### src/rtl/serdes_pll_seq_pkg.sv
// Package: shared state encoding for the PLL reset / lock qualify sequencer.
package serdes_pll_seq_pkg;
    typedef enum logic [1:0] {
        ST_PLL_RST   = 2'd0,
        ST_LOCK_WAIT = 2'd1,
        ST_LOCK_QUAL = 2'd2,
        ST_LINK_UP   = 2'd3
    } seq_state_e;
endpackage

### src/rtl/serdes_seq_sync.sv
// Multi-flop synchronizer for one asynchronous level.
// Assumes: STAGES >= 2; the input is a slow level and not a pulse.
module serdes_seq_sync #(
    parameter int STAGES = 2
) (
    input  logic clk,
    input  logic rst_n,
    input  logic d_async,
    output logic q_sync
);
    logic [STAGES-1:0] chain;

    // Shift the asynchronous level through the flop chain.
    always_ff @(posedge clk) begin
        if (!rst_n) chain <= '0;
        else        chain <= {chain[STAGES-2:0], d_async};
    end

    assign q_sync = chain[STAGES-1];
endmodule

### src/rtl/serdes_seq_lockfilt.sv
// Lock stability filter: counts consecutive high samples of synchronized lock.
// qualified goes high once the run reaches qual_len (0 treated as 1).
// Assumes: clr is held while the PLL is in reset so those samples do not count.
module serdes_seq_lockfilt #(
    parameter int QUAL_W = 8
) (
    input  logic              clk,
    input  logic              rst_n,
    input  logic              clr,
    input  logic              lock_s,
    input  logic [QUAL_W-1:0] qual_len,
    output logic              qualified
);
    localparam logic [QUAL_W-1:0] RUN_MAX = '1;

    logic [QUAL_W-1:0] run_q;
    logic [QUAL_W-1:0] need;

    // Saturating run-length counter, cleared by any low sample or by clr.
    always_ff @(posedge clk) begin
        if (!rst_n || clr || !lock_s) run_q <= '0;
        else if (run_q != RUN_MAX)    run_q <= run_q + 1'b1;
    end

    // Effective threshold: a zero length behaves as one cycle.
    always_comb begin
        need      = (qual_len == '0) ? QUAL_W'(1) : qual_len;
        qualified = (run_q >= need);
    end
endmodule

### src/rtl/serdes_seq_timer.sv
// Saturating up-counter shared by the reset-pulse and lock-timeout phases.
// Assumes: clr is pulsed by the controller on every state entry.
module serdes_seq_timer #(
    parameter int CNT_W = 16
) (
    input  logic             clk,
    input  logic             rst_n,
    input  logic             clr,
    output logic [CNT_W-1:0] count
);
    localparam logic [CNT_W-1:0] CNT_MAX = '1;

    // Count cycles in the current state, restarting from zero on clr.
    always_ff @(posedge clk) begin
        if (!rst_n || clr)        count <= '0;
        else if (count != CNT_MAX) count <= count + 1'b1;
    end
endmodule

### src/rtl/serdes_seq_fsm.sv
// Sequencer state machine with registered reset and ready outputs.
// Assumes: cnt is zero in the cycle after each state entry; lock_s is synchronous.
module serdes_seq_fsm
    import serdes_pll_seq_pkg::*;
#(
    parameter int RST_CYC = 2,
    parameter int TMO_W   = 16,
    parameter int CNT_W   = 16
) (
    input  logic             clk,
    input  logic             rst_n,
    input  logic             restart_req,
    input  logic             lock_s,
    input  logic             qualified,
    input  logic             auto_relock_en,
    input  logic [TMO_W-1:0] timeout_len,
    input  logic [CNT_W-1:0] cnt,
    output seq_state_e       state,
    output logic             timer_clr,
    output logic             pll_reset,
    output logic             tx_data_reset,
    output logic             rx_data_reset,
    output logic             ready
);
    localparam logic [CNT_W-1:0] RST_LAST = CNT_W'(RST_CYC - 1);

    seq_state_e       state_n;
    logic [CNT_W-1:0] tmo_last;

    // Next-state logic; a restart request overrides every state.
    always_comb begin
        tmo_last = CNT_W'(timeout_len) - 1'b1;
        state_n  = state;
        if (restart_req) begin
            state_n = ST_PLL_RST;
        end else begin
            case (state)
                ST_PLL_RST:   if (cnt >= RST_LAST) state_n = ST_LOCK_WAIT;
                ST_LOCK_WAIT: begin
                    if (lock_s)                                          state_n = ST_LOCK_QUAL;
                    else if ((timeout_len != '0) && (cnt >= tmo_last))   state_n = ST_PLL_RST;
                end
                ST_LOCK_QUAL: begin
                    if (!lock_s)        state_n = ST_LOCK_WAIT;
                    else if (qualified) state_n = ST_LINK_UP;
                end
                ST_LINK_UP:   if (!lock_s) state_n = auto_relock_en ? ST_PLL_RST : ST_LOCK_WAIT;
                default:      state_n = ST_PLL_RST;
            endcase
        end
        timer_clr = restart_req || (state_n != state);
    end

    // State register and glitch-free registered outputs decoded from next state.
    always_ff @(posedge clk) begin
        if (!rst_n) begin
            state         <= ST_PLL_RST;
            pll_reset     <= 1'b1;
            tx_data_reset <= 1'b1;
            rx_data_reset <= 1'b1;
            ready         <= 1'b0;
        end else begin
            state         <= state_n;
            pll_reset     <= (state_n == ST_PLL_RST);
            tx_data_reset <= (state_n != ST_LINK_UP);
            rx_data_reset <= (state_n != ST_LINK_UP);
            ready         <= (state_n == ST_LINK_UP);
        end
    end
endmodule

### src/rtl/serdes_pll_seq.sv
// Top: PLL reset pulse, lock synchronization, stability qualification and
// data-path reset release for a source-synchronous serial link.
// Assumes: clk is the free-running reference clock of period CLK_PERIOD_PS.
module serdes_pll_seq
    import serdes_pll_seq_pkg::*;
#(
    parameter int CLK_PERIOD_PS = 5000,
    parameter int MIN_RESET_PS  = 10000,
    parameter int QUAL_W        = 8,
    parameter int TMO_W         = 16,
    parameter int SYNC_STAGES   = 2
) (
    input  logic              clk,
    input  logic              rst_n,
    input  logic              restart_req,
    input  logic              lock_in,
    input  logic              auto_relock_en,
    input  logic [QUAL_W-1:0] qual_len,
    input  logic [TMO_W-1:0]  timeout_len,
    output logic              pll_reset,
    output logic              tx_data_reset,
    output logic              rx_data_reset,
    output logic              ready
);
    localparam int RST_RAW = (MIN_RESET_PS + CLK_PERIOD_PS - 1) / CLK_PERIOD_PS;
    localparam int RST_CYC = (RST_RAW < 1) ? 1 : RST_RAW;
    localparam int RST_W   = $clog2(RST_CYC + 1);
    localparam int CNT_W   = (RST_W > TMO_W) ? RST_W : TMO_W;

    logic             lock_sync;
    logic             lock_ok;
    logic             timer_clr;
    logic [CNT_W-1:0] cnt;
    seq_state_e       state;

    serdes_seq_sync #(.STAGES(SYNC_STAGES)) sync_i (
        .clk(clk), .rst_n(rst_n), .d_async(lock_in), .q_sync(lock_sync)
    );

    serdes_seq_lockfilt #(.QUAL_W(QUAL_W)) filt_i (
        .clk(clk), .rst_n(rst_n), .clr(state == ST_PLL_RST),
        .lock_s(lock_sync), .qual_len(qual_len), .qualified(lock_ok)
    );

    serdes_seq_timer #(.CNT_W(CNT_W)) timer_i (
        .clk(clk), .rst_n(rst_n), .clr(timer_clr), .count(cnt)
    );

    serdes_seq_fsm #(.RST_CYC(RST_CYC), .TMO_W(TMO_W), .CNT_W(CNT_W)) fsm_i (
        .clk(clk), .rst_n(rst_n), .restart_req(restart_req), .lock_s(lock_sync),
        .qualified(lock_ok), .auto_relock_en(auto_relock_en), .timeout_len(timeout_len),
        .cnt(cnt), .state(state), .timer_clr(timer_clr), .pll_reset(pll_reset),
        .tx_data_reset(tx_data_reset), .rx_data_reset(rx_data_reset), .ready(ready)
    );
endmodule

### config.mk
export PLATFORM = sky130hd
export DESIGN_NAME = serdes_pll_seq
export DESIGN_NICKNAME = d
export VERILOG_FILES = /design/src/rtl/serdes_pll_seq_pkg.sv /design/src/rtl/serdes_seq_sync.sv /design/src/rtl/serdes_seq_lockfilt.sv /design/src/rtl/serdes_seq_timer.sv /design/src/rtl/serdes_seq_fsm.sv /design/src/rtl/serdes_pll_seq.sv
export SDC_FILE = /design/constraint.sdc
export NUM_CORES = 1
export LEC_CHECK = 0
export BUFFER_PORTS_ARGS = -buffer_cell sky130_fd_sc_hd__buf_4
export CELL_PAD_IN_SITES_DETAIL_PLACEMENT = 1
export CELL_PAD_IN_SITES_GLOBAL_PLACEMENT = 1
export CORE_MARGIN = 4
export CORE_UTILIZATION = 40
export CTS_CLUSTER_SIZE = 8
export DETAILED_ROUTE_END_ITERATION = 12
export PLACE_DENSITY = 0.75
export SETUP_SLACK_MARGIN = 0.02
export SKIP_CTS_REPAIR_TIMING = 1
export SKIP_LAST_GASP = 1
export SYNTH_ARGS = -nofsm -noshare
export SYNTH_HDL_FRONTEND = slang
export SYNTH_SLANG_ARGS = --single-unit
### constraint.sdc
create_clock -name clk -period 3.8 [get_ports clk]
set_input_delay 0.76 -clock clk [delete_from_list [all_inputs] [get_ports clk]]
set_output_delay 0.76 -clock clk [all_outputs]
set_load 0.02 [all_outputs]
-- Word-level counts from Yosys, hierarchy flattened
Cells that the tools add are included.
W data, S select, Z words.
- reductions and logical operators: 11
- add/subtract/negate cells: 3
- $lt $le $gt $ge: 3
- mux-type cells: 10
- equality and inequality tests: 8
- operator list (operator ; number):
    $add A16 B1 Y16 const B ; 1
    $ge A16 B1 Y1 const B ; 1
    $ge A16 B16 Y1 ; 1
    $ne A16 B16 Y1 const B ; 1
    $reduce_bool A16 Y1 ; 1
    $sub A16 B1 Y16 const B ; 1
    $mux W2 ; 7
    $add A8 B1 Y8 const B ; 1
    $ge A8 B8 Y1 ; 1
    $logic_not A8 Y1 ; 1
    $mux W8 ; 1
    $ne A8 B8 Y1 const B ; 1
    $pmux W2 S4 ; 1
    $eq A2 B2 Y1 const B ; 3
    $logic_not A2 Y1 ; 2
    $logic_or A1 B1 Y1 ; 4
    $eq A2 B1 Y1 const B ; 1
    $logic_not A1 Y1 ; 2
    $ne A2 B2 Y1 ; 1
    $ne A2 B2 Y1 const B ; 1
    $logic_and A1 B1 Y1 ; 1
    $mux W1 ; 1
- logic and storage cells: 42
- bits of input ports: 29
- output and inout bits: 4
- register bits after elaboration: 31

-- Depth between registers and ports, before layout
- depth after elaboration: 10
- mapped depth: 15
- depth with buffers taken out: 14

-- By module
A second synthesis with hierarchy kept.
- cell total of the unflattened synthesis: 282
- area total of the unflattened synthesis: 2352.3 µm²
- by module, submodules not included (module ; instances ; cells an instance ; sequential area each (µm²) ; area each (µm²)):
    serdes_seq_fsm ; 1 ; 117 ; 100.1 ; 923.4
    serdes_seq_timer ; 1 ; 94 ; 320.3 ; 812.0
    serdes_seq_lockfilt ; 1 ; 66 ; 160.2 ; 560.5
    serdes_seq_sync ; 1 ; 4 ; 40.0 ; 52.6
    serdes_pll_seq ; 1 ; 1 ; 0.0 ; 3.8

-- Least setup slack after synthesis
No wires, ideal clock.
- kind: input -> register
- start: input port timeout_len[2]
- end: register timer_i.count[1]
- data required time: 3.736 ns
- path slack: 0.307 ns
- arrival time: 3.428 ns
- stages on the path: 15
- buffers on the path: 2
- library setup time: 0.064 ns
- cell sequence: nor3_1 -> and3_1 -> clkbuf_1 -> nand2_1 -> nor3_1 -> xnor2_1 -> ha_1 -> and4_1 -> nor4_2 -> o221a_1 -> o311ai_1 -> and4b_4 -> o31a_4 -> buf_6 -> nor2_1
- cells in the longest elaborated chain, start to end: 10
- elaborated cells between the ends (all ways): 11
- those cells by class: add/sub (1); order compare (1); eq/ne (1); mux (4); reduce/logical (4)
- RTL lines (item ; RTL line ; source):
    start, declared ; serdes_pll_seq.sv:19 ; input logic [TMO_W-1:0] timeout_len,
    $sub A16 B1 Y16 ; serdes_seq_fsm.sv:32 ; tmo_last = CNT_W'(timeout_len) - 1'b1;
    $ge A16 B16 Y1 ; serdes_seq_fsm.sv:41 ; else if ((timeout_len != '0) && (cnt >= tmo_last)) state_n = ST_PLL_RST;
    $logic_and A1 B1 Y1 * ; serdes_seq_fsm.sv:41 ;
    $mux W2 * ; serdes_seq_fsm.sv:41 ;
    $mux W2 * ; serdes_seq_fsm.sv:40 ; if (lock_s) state_n = ST_LOCK_QUAL;
    $pmux W2 S4 * ; serdes_seq_fsm.sv:37 ; case (state)
    $mux W2 * ; serdes_seq_fsm.sv:34 ; if (restart_req) begin
    $ne A2 B2 Y1 * ; serdes_seq_fsm.sv:51 ; timer_clr = restart_req || (state_n != state);
    $logic_or A1 B1 Y1 * ; serdes_seq_fsm.sv:51 ;
    $logic_or A1 B1 Y1 * ; serdes_seq_timer.sv:15 ; if (!rst_n || clr) count <= '0;
    end signal, assigned ; serdes_seq_timer.sv:16 ; else if (count != CNT_MAX) count <= count + 1'b1;
    end, declared ; serdes_seq_timer.sv:9 ; output logic [CNT_W-1:0] count
Mark *: on every way between the ends. The rest lies on a longest branch, timed or not.
A chain may end at the register's enable or synchronous reset.

-- Worst setup path after layout
- start: input port timeout_len[5]
- end: register timer_i.count[12]
Same word-level chain as after synthesis.

==> results by group <==
Finish
  • Finished Layout Cells: 373
  • Nets: 361
  • Commonest non-fill, non-tap cell in the layout: buf_4
  • Most frequent cells in the layout: buf_4, dfxtp_1, ha_1
  • Fraction of layout cells with a size suffix above 1: 16.50%
  • Area Growth Syn to Fin: 18.53%
  • Antenna Cells: 0

Synth
  • Gate Count Post-Synth: 263
  • Synth Net Count: 322
  • Warnings from Yosys: 0
  • Sequential element share of the synthesized area: 27.85%
  • Ys flop type: dfxtp_1
  • EDFF count, synth: 0
  • Avg Cell Area, Syn: 8.473 um2
  • Post-synthesis register bit count: 31
  • Synth cell types: 45
  • Mapped Area: 2228 um2
  • Fraction of registers with async set/reset: 0%

Global route
  • Global-route wire length before repair: 9.273 mm
  • Largest net degree at the start of global routing: 17
  • Antenna violations before repair: 0
  • Total grt overflow: 0
  • Gr usage total: 17.58%
  • Vias in the first global route: 2105

Floorplanning
  • Site row count: 26
  • CORE AREA: 5238 um2
  • Die Y: 82.64 um
  • Die Width: 82.64 um
  • Die Area: 6829 um2
  • Starting Density: 42.55%
  • Boundary Pins: 33

Power and ir drop
  • Comb pwr share: 16.5%
  • Leak Pwr: 1.129 nW
  • Net load switching power: 0.1807 mW
  • Seq pwr share: 48.5%
  • Worst vdd ir: 0.1313 mV
  • Clock Power Share: 35.0%
  • Power Total: 0.6959 mW
  • Sw frac: 25.97%
  • Internal: 0.5151 mW
  • PwrDens: 263.5 nW/um2

Worst setup path
  • Startpoint Class: input port
  • Worst Path Max Fanout: 16
  • Worst path required time: 3990 ps
  • Data arrival time of the critical path: 3620 ps
  • CP endpoint kind: flop
  • Setup CP Type: input port to flop

STA
  • Slew @ Worst Pin: 819.3 ps
  • Endpoints failing setup: 0
  • Fmax: 0.2918 GHz
  • Setup TNS: 0 ps
  • Final hold vios: 0
  • Fin crit share: 90.19%
  • Slew headroom: 45.14%
  • Worst Skew: 5.228 ps
  • Tmin final: 3427 ps
  • Slew Limit Fails: 0
  • RSZ-0062 raised after global routing: no

Placement
  • Number of placed cells counting well taps: 365
  • PortBufs: 32
  • GPL Wtd Cong: 0.7772
  • Post-detail-place hpwl: 4.443 mm

Clock tree
  • CTS sink count: 31
  • CTS Root Cell: clkbuf_8
  • CTS clock-pin slew for the worst setup and hold paths: 60 ps
  • Max clock buf depth: 2
  • Cts bufs inserted: 5
  • H-tree depth: 2
  • Later-pin clock latency in the skew report: 280 ps
  • CTS tree: done

Routing
  • Final wirelength: 5.335 mm
  • DRT iter0 DRCs: 50
  • Routed via count: 1994
  • DRT Pass-1 Iters: 4
  • Avg WL per Cell: 14.30 um
  • Routed vias/inst: 5.346
  • Post-route DRC: 0
  • Post-DRT Antenna Nets: 0

Job
  • Maxcap violations: 0

Outcome
  • Status: complete, no violations

Hold path
  • Hold crit path type: flop to flop
registers in the layout, summed over array words and instances (netlist names):
register	cells
timer_i.count	16
filt_i.run_q	8
fsm_i.state	2
sync_i.chain	2
fsm_i.pll_reset	1
fsm_i.ready	1
fsm_i.tx_data_reset	1
worst max-delay path: stages:
cell	delay [ps]
buf_4	130
nor2_2	160
nand2_1	100
nor3_2	150
nand3_1	120
nor4_1	240
xnor2_1	160
ha_1	270
and4_1	220
nor4_2	150
o221a_1	210
o311ai_1	100
and4b_4	230
o31a_4	440
a311oi_2	190
stage by stage:
step / util (%) / worst slack [ps] / hold slack, ps / cell area (um2)
global route: 50.43 / 65.01 / 474.9 / 2641
detailed placement: 48.88 / 71.23 / 430.8 / 2560
global placement: 48.88 / 166.9 / 414.9 / 2560
floorplan: - / 307.3 / 411.8 / 2228
CTS: 50.43 / 364.3 / 446.0 / 2641
finish: 50.43 / 372.9 / 441.4 / 2641
metal layers:
metal	global-route usage [%]	vias up	share of wire [%]
met2	33.01	31	51
met5	0	-	0
met3	3.145	7	3.5
met4	5.229	0	1.3
li1	-	1025	-
met1	20.01	931	44
cell families (layout without fill, tap and decap cells):
family                     count (synthesis)  after routing  share of synthesized area, %
and+or+nand+nor                          112            112                         26.84
AOI/OAI and AO/OA                         38             38                         12.24
DFF                                       31             31                         27.85
adders and majority gates                 30             30                         16.84
xor gates and xnor gates                  27             27                         10.61
buffers and inverters                     22             62                         4.211
muxes                                      3              3                         1.404
cells in the mapped netlist (4+ instances only):
cell | n | area [um2]
nor4_1 | 8 | 50.05
inv_1 | 18 | 67.56
o21ai_0 | 8 | 40.04
nand3_1 | 13 | 65.06
dfxtp_1 | 31 | 620.6
nand2_1 | 15 | 56.30
xnor2_1 | 12 | 105.1
xor2_1 | 15 | 131.4
ha_1 | 30 | 375.4
a31oi_1 | 4 | 25.02
and2_1 | 5 | 31.28
nor2_1 | 29 | 108.9
nand4_1 | 8 | 50.05
and3_1 | 7 | 43.79
a21oi_1 | 8 | 40.04
nor3_1 | 8 | 40.04
path summary, 6_finish.rpt:
path	startpoint	slack, ps	endpoint	cells after the start
hold reg to reg	sync_i.chain[0]	440	sync_i.chain[1]	1
setup reg to reg	timer_i.count[11]	1420	timer_i.count[12]	8
setup / recovery	timeout_len[5]	370	timer_i.count[12]	15
hold / removal	sync_i.chain[0]	440	sync_i.chain[1]	1
power by group through the flow:
stage | logic [mW] | registers (mW) | clock network, mW
2_1_floorplan | 0.0659 | 0.345 | 0
3_3_place_gp | 0.113 | 0.345 | 0
3_5_place_dp | 0.116 | 0.345 | 0
4_1_cts | 0.116 | 0.338 | 0.251
5_1_grt | 0.132 | 0.338 | 0.268
6_report | 0.115 | 0.338 | 0.244
final cells by class:
type	count	area, um2
flip-flops and latches	31	620.6
well taps	70	87.58
repair buffers	36	270.3
clock inverters	1	5.005
fillers	665	2596
multi-input cells	210	1514
clock buffers	7	76.32
inverters	18	67.56
(Power assumes the default switching activity.)
